`src/rtl/seq_pkg.sv`:
```
package seq_pkg;
  localparam int UADDR_W  = 5;
  localparam int OPC_W    = 4;
  localparam int NUM_CTRL = 19;
  localparam int CS_DEPTH = 1 << UADDR_W;
  localparam int CW_W     = NUM_CTRL + UADDR_W;
  localparam int MAP_DEPTH = 1 << OPC_W;

  // field order is the control-word bit order, MSB first
  typedef struct packed {
    logic inc_pc, ld_pc, en_pc, ld_mar, mem_rd, mem_wr, ld_mdr, en_mdr;
    logic ld_ir, en_ir, ld_acc, en_acc, alu_add, alu_sub, en_alu, ld_b;
    logic br_neg, dispatch, stop;
  } ctrl_t;

  function automatic logic [CS_DEPTH*CW_W-1:0] default_cstore();
    logic [CS_DEPTH*CW_W-1:0] r;
    logic [CW_W-1:0] w;
    r = '0;
    for (int i = 0; i < CS_DEPTH; i++) begin
      case (i)
        0:  w = 24'h300001;
        1:  w = 24'h080002;
        2:  w = 24'h818040;
        3:  w = 24'h104004;
        4:  w = 24'h080005;
        5:  w = 24'h012000;
        6:  w = 24'h104007;
        7:  w = 24'h021008;
        8:  w = 24'h040000;
        9:  w = 24'h00080a;
        10: w = 24'h002200;
        11: w = 24'h00040c;
        12: w = 24'h002200;
        13: w = 24'h001100;
        14: w = 24'h404000;
        15: w = 24'h000091;
        17: w = 24'h404000;
        30: w = 24'hffffff;
        31: w = 24'h000020;
        default: w = '0;
      endcase
      r[i*CW_W +: CW_W] = w;
    end
    return r;
  endfunction

  function automatic logic [MAP_DEPTH*UADDR_W-1:0] default_map();
    logic [MAP_DEPTH*UADDR_W-1:0] r;
    logic [UADDR_W-1:0] a;
    for (int i = 0; i < MAP_DEPTH; i++) begin
      case (i)
        0: a = 5'h00;
        1: a = 5'h03;
        2: a = 5'h06;
        3: a = 5'h09;
        4: a = 5'h0b;
        5: a = 5'h0d;
        6: a = 5'h0e;
        7: a = 5'h0f;
        default: a = 5'h1f;
      endcase
      r[i*UADDR_W +: UADDR_W] = a;
    end
    return r;
  endfunction
endpackage

```
`src/rtl/seq_rom.sv`:
```
module seq_rom #(
  parameter int DW = 8,
  parameter int AW = 4,
  parameter logic [(1<<AW)*DW-1:0] INIT = '0
) (
  input  logic [AW-1:0] addr_i,
  output logic [DW-1:0] data_o
);
  localparam int DEPTH = 1 << AW;

  logic [DW-1:0] mem [DEPTH];

  for (genvar g = 0; g < DEPTH; g++) begin : g_word
    assign mem[g] = INIT[g*DW +: DW];
  end

  assign data_o = mem[addr_i];
endmodule

```
`src/rtl/seq_next.sv`:
```
module seq_next #(
  parameter int AW = 5
) (
  input  logic [AW-1:0] upc_i,
  input  logic [AW-1:0] jump_i,
  input  logic [AW-1:0] map_addr_i,
  input  logic          br_neg_i,
  input  logic          dispatch_i,
  input  logic          stop_i,
  input  logic          sign_i,
  input  logic          opc_zero_i,
  output logic [AW-1:0] next_o,
  output logic          halt_o,
  output logic          fault_o
);
  logic [AW-1:0] seq_addr;

  // order: branch/jump, then dispatch, then halt (later wins)
  always_comb begin
    seq_addr = (br_neg_i && !sign_i) ? upc_i + AW'(1) : jump_i;
    fault_o  = 1'b0;
    halt_o   = 1'b0;
    next_o   = seq_addr;
    if (dispatch_i) begin
      if (opc_zero_i) begin
        fault_o = 1'b1;
        halt_o  = 1'b1;
        next_o  = upc_i;
      end else begin
        next_o = map_addr_i;
      end
    end
    if (stop_i) begin
      fault_o = 1'b0;
      halt_o  = 1'b1;
      next_o  = upc_i;
    end
  end
endmodule

```
`src/rtl/ucode_seq.sv`:
```
module ucode_seq
  import seq_pkg::*;
#(
  parameter int AW = UADDR_W,
  parameter int OW = OPC_W,
  parameter logic [(1<<AW)*(NUM_CTRL+AW)-1:0] CS_INIT  = default_cstore(),
  parameter logic [(1<<OW)*AW-1:0]            MAP_INIT = default_map()
) (
  input  logic                clk_i,
  input  logic                rst_ni,
  input  logic [OW-1:0]       opcode_i,
  input  logic                acc_sign_i,
  output logic [NUM_CTRL-1:0] ctrl_o,
  output logic                halted_o,
  output logic                error_o
);
  localparam int CW = NUM_CTRL + AW;

  logic [AW-1:0] upc_q, upc_d, map_addr;
  logic [CW-1:0] cw;
  ctrl_t         sig;
  logic          halt_d, fault_d, halted_q, error_q;

  seq_rom #(.DW(CW), .AW(AW), .INIT(CS_INIT)) u_cstore (
    .addr_i (upc_q),
    .data_o (cw)
  );

  seq_rom #(.DW(AW), .AW(OW), .INIT(MAP_INIT)) u_map (
    .addr_i (opcode_i),
    .data_o (map_addr)
  );

  assign sig = ctrl_t'(cw[CW-1 -: NUM_CTRL]);

  seq_next #(.AW(AW)) u_next (
    .upc_i      (upc_q),
    .jump_i     (cw[AW-1:0]),
    .map_addr_i (map_addr),
    .br_neg_i   (sig.br_neg),
    .dispatch_i (sig.dispatch),
    .stop_i     (sig.stop),
    .sign_i     (acc_sign_i),
    .opc_zero_i (opcode_i == '0),
    .next_o     (upc_d),
    .halt_o     (halt_d),
    .fault_o    (fault_d)
  );

  always_ff @(posedge clk_i or negedge rst_ni) begin
    if (!rst_ni) begin
      upc_q    <= '0;
      halted_q <= 1'b0;
      error_q  <= 1'b0;
    end else if (!halted_q) begin
      upc_q    <= upc_d;
      halted_q <= halt_d;
      error_q  <= fault_d;
    end
  end

  assign ctrl_o   = halted_q ? '0 : cw[CW-1 -: NUM_CTRL];
  assign halted_o = halted_q;
  assign error_o  = error_q;
endmodule

```
`config.mk`:
```
export PLATFORM = sky130hd
export DESIGN_NAME = ucode_seq
export DESIGN_NICKNAME = d
export VERILOG_FILES = /design/src/rtl/seq_pkg.sv /design/src/rtl/seq_rom.sv /design/src/rtl/seq_next.sv /design/src/rtl/ucode_seq.sv
export SDC_FILE = /design/constraint.sdc
export NUM_CORES = 1
export LEC_CHECK = 0
export ABC_AREA = 0
export BUFFER_PORTS_ARGS = -buffer_cell sky130_fd_sc_hd__clkbuf_2
export CORE_MARGIN = 5
export CORE_UTILIZATION = 30
export DETAILED_ROUTE_END_ITERATION = 16
export SLEW_MARGIN = 20
export SYNTH_ARGS = -nofsm -noshare
export SYNTH_HDL_FRONTEND = slang
export SYNTH_SLANG_ARGS = --single-unit
```
`constraint.sdc`:
```
create_clock -name clk_i -period 2.56 [get_ports clk_i]
set_clock_uncertainty 0.2 [all_clocks]
set_input_delay 0.256 -clock clk_i [delete_from_list [all_inputs] [get_ports clk_i]]
set_output_delay 0.256 -clock clk_i [all_outputs]
set_load 0.005 [all_outputs]
```
==> metrics.cfg <==
[global_routing]
grt_pass1_wl_mm=4.42
antenna_found_initial=0
overflow=0
grt_pass1_vias=944
grt_max_degree=17
grt_use_total_pct=12.2

[critical_path]
timing.critical_path.from_type=register
cp.arrival_ns=1.91
critPathKind=register to output port
worst-path-max-fanout=9
end_kind=output port
worstPathRequired_ns=2.10

[layout]
utilization_pct=37.0
antennaDiodeCount=0
seq_area_um2=176
drive_above_1_share_pct=26.3
final_cell_mix=clkbuf_2 (27), a21oi_1 (23), nor2_1 (22)
multi_input_area_um2=736
layout_commonest_cell=clkbuf_2
fill_cells=349
nNetsFinal=192
area_delta_synth_final_pct=19.3

[drt]
wl_per_cell_um=12.8
wirelength_mm=2.82
routed-via-count=1102
drt_iter0_drc=75
via_per_inst=4.99
ant_nets=0
drt_first_pass_iters=4
drcViolationCount=0

[sta]
fin_ws_ns=0.191
finalCritPeriodShare_pct=92.5
relSlewSlack_pct=70.6
holdWs_ns=0.167
period_needed_ns=2.37
maxSlewViolCount=0
worstMarginPinSlew_ns=0.437
rsz0062_at_grt=no
setup_viol=0
setup_tns_ns=0
clock.fmax_mhz=422
final_hold_viol_count=0

[synth]
synth_area_um2=1030
async_flop_share_pct=100
synth_edf_count=0
mappedNetlistNets=167
synthCells=151
synth_cell_types=41
synth_flop_cell=dfrtp_1
avgSynthCellArea_um2=6.85
ys_ff_latch=7
ys_seq_area_share_pct=16.9
yosysWarnings=0

[clock_tree]
cts_root_buffer=clkbuf_4
clock-sinks=7
clockBufferDepth=2
cts_tree=built
cts_made_buffers=3
h-tree-depth=1
clock_latency_ns=0.26
cts.clk_slew.worst_paths_ns=0.06

[place]
detailed_place_hpwl_mm=2.15
gp_congestion=0.797
place_ws_ns=0.387
io_buffers=27

[pwr]
powerDensity_nw_per_um2=1180
fin_total_pwr_uw=1460
leakage_uw=0.000571
ir_worst_vdd_mv=0.256

[die]
die_x_um=68.7
io_pins=28
start_util_pct=31.0
fp.dieH_um=68.7
die_area_um2=4720
coreArea_um2=3340
row_count=21

[worst_hold_path]
hp-class=input pin to async pin

[flow_run]
cap_viol_max_count=0

[run_status]
status=completed

## registers in the layout (all words and copies together) (netlist names)
register	flops
halted_o	1
upc_q	5
error_o	1
## Yosys cell counts, types with 2 or more instances
| cell type | instances | area share, % |
|---|---|---|
| buf_6 | 2 | 2.2 |
| dfrtp_1 | 7 | 17 |
| buf_2 | 7 | 3.4 |
| mux2i_1 | 2 | 1.9 |
| ha_1 | 9 | 11 |
| o21ai_0 | 6 | 2.9 |
| inv_1 | 8 | 2.9 |
| nor3_1 | 5 | 2.4 |
| a221oi_1 | 2 | 1.7 |
| a31oi_1 | 8 | 4.8 |
| nand3_1 | 3 | 1.5 |
| clkbuf_1 | 2 | 0.73 |
| nor2_1 | 22 | 8.0 |
| o22ai_2 | 2 | 2.4 |
| buf_4 | 3 | 2.2 |
| nand2b_1 | 3 | 1.8 |
| buf_1 | 2 | 0.73 |
| nand2_1 | 13 | 4.7 |
| a21oi_1 | 23 | 11 |
## metrics by stage
| stage | cell area, um2 | std cells |
|---|---|---|
| finish | 1230 | 221 |
| global route | 1230 | 221 |
| CTS | 1230 | 221 |
| detailed placement | 1190 | 216 |
| global placement | 1190 | 216 |
| floorplan | 1030 | 151 |
## routing by layer
metal | track usage (%) | routed length, um | up-vias | part of all wire (%)
li1 | - | - | 585 | -
met1 | 16.5 | 1370 | 474 | 48
met2 | 20.1 | 1250 | 39 | 44
met3 | 0.972 | 156 | 4 | 5.5
met4 | 4.62 | 45 | 0 | 1.6
met5 | 0 | 0 | - | 0
## what timing repair did
action                     4_1_cts  5_1_grt
resized for setup                0        2
hold buffers                     1        0
hold endpoints to repair         7        0
setup buffers                    0        0
setup endpoints to repair        0        1
## where the power goes
part / switching [uW] / internal (uW) / total (uW)
Combinational: 615 / 457 / 1070
Clock: 48.7 / 60.0 / 109
Sequential: 115 / 161 / 276
Total: 778 / 678 / 1460
## final cells by class
type | count | share of cell area (%)
inverters | 9 | 2.74
clock buffers | 4 | 2.13
well taps | 46 | 4.66
repair buffers | 36 | 16.6
multi-input cells | 119 | 59.6
flip-flops and latches | 7 | 14.3
## final timing paths
path	startpoint	to	slack, ns	depth (start not counted)
max in group asynchronous	rst_ni	upc_q[0]$_DFFE_PN0P_	1.80	2
min reg2reg	error_o$_DFFE_PN0N_	error_o$_DFFE_PN0N_	0.30	2
max	upc_q[0]$_DFFE_PN0P_	ctrl_o[8]	0.19	9
max reg2reg	upc_q[0]$_DFFE_PN0P_	upc_q[2]$_DFFE_PN0P_	0.39	8
min	rst_ni	upc_q[4]$_DFFE_PN0P_	0.17	2
min in group clk_i	opcode_i[3]	upc_q[4]$_DFFE_PN0P_	0.17	3
## worst max-delay path, stage by stage, from the launching register on
cell      delay [ns]
dfrtp_2         0.45
inv_1           0.08
ha_1            0.23
buf_4           0.17
nand2_1         0.11
a21oi_1         0.07
a21oi_1         0.15
nor3_2          0.06
a41o_1          0.21
clkbuf_2        0.11
## kinds of logic (layout without fill, tap and decap cells)
family | after synthesis | after routing | synth area share (%)
adders and majority gates | 9 | 9 | 10.9
muxes | 2 | 2 | 1.93
DFF | 7 | 7 | 16.9
and+or+nand+nor | 56 | 56 | 26.1
xor gates and xnor gates | 2 | 2 | 1.69
buffers and inverters | 25 | 49 | 12.5
AOI/OAI and AO/OA | 50 | 50 | 30.0
No activity file was read; power rests on OpenSTA's default activity.
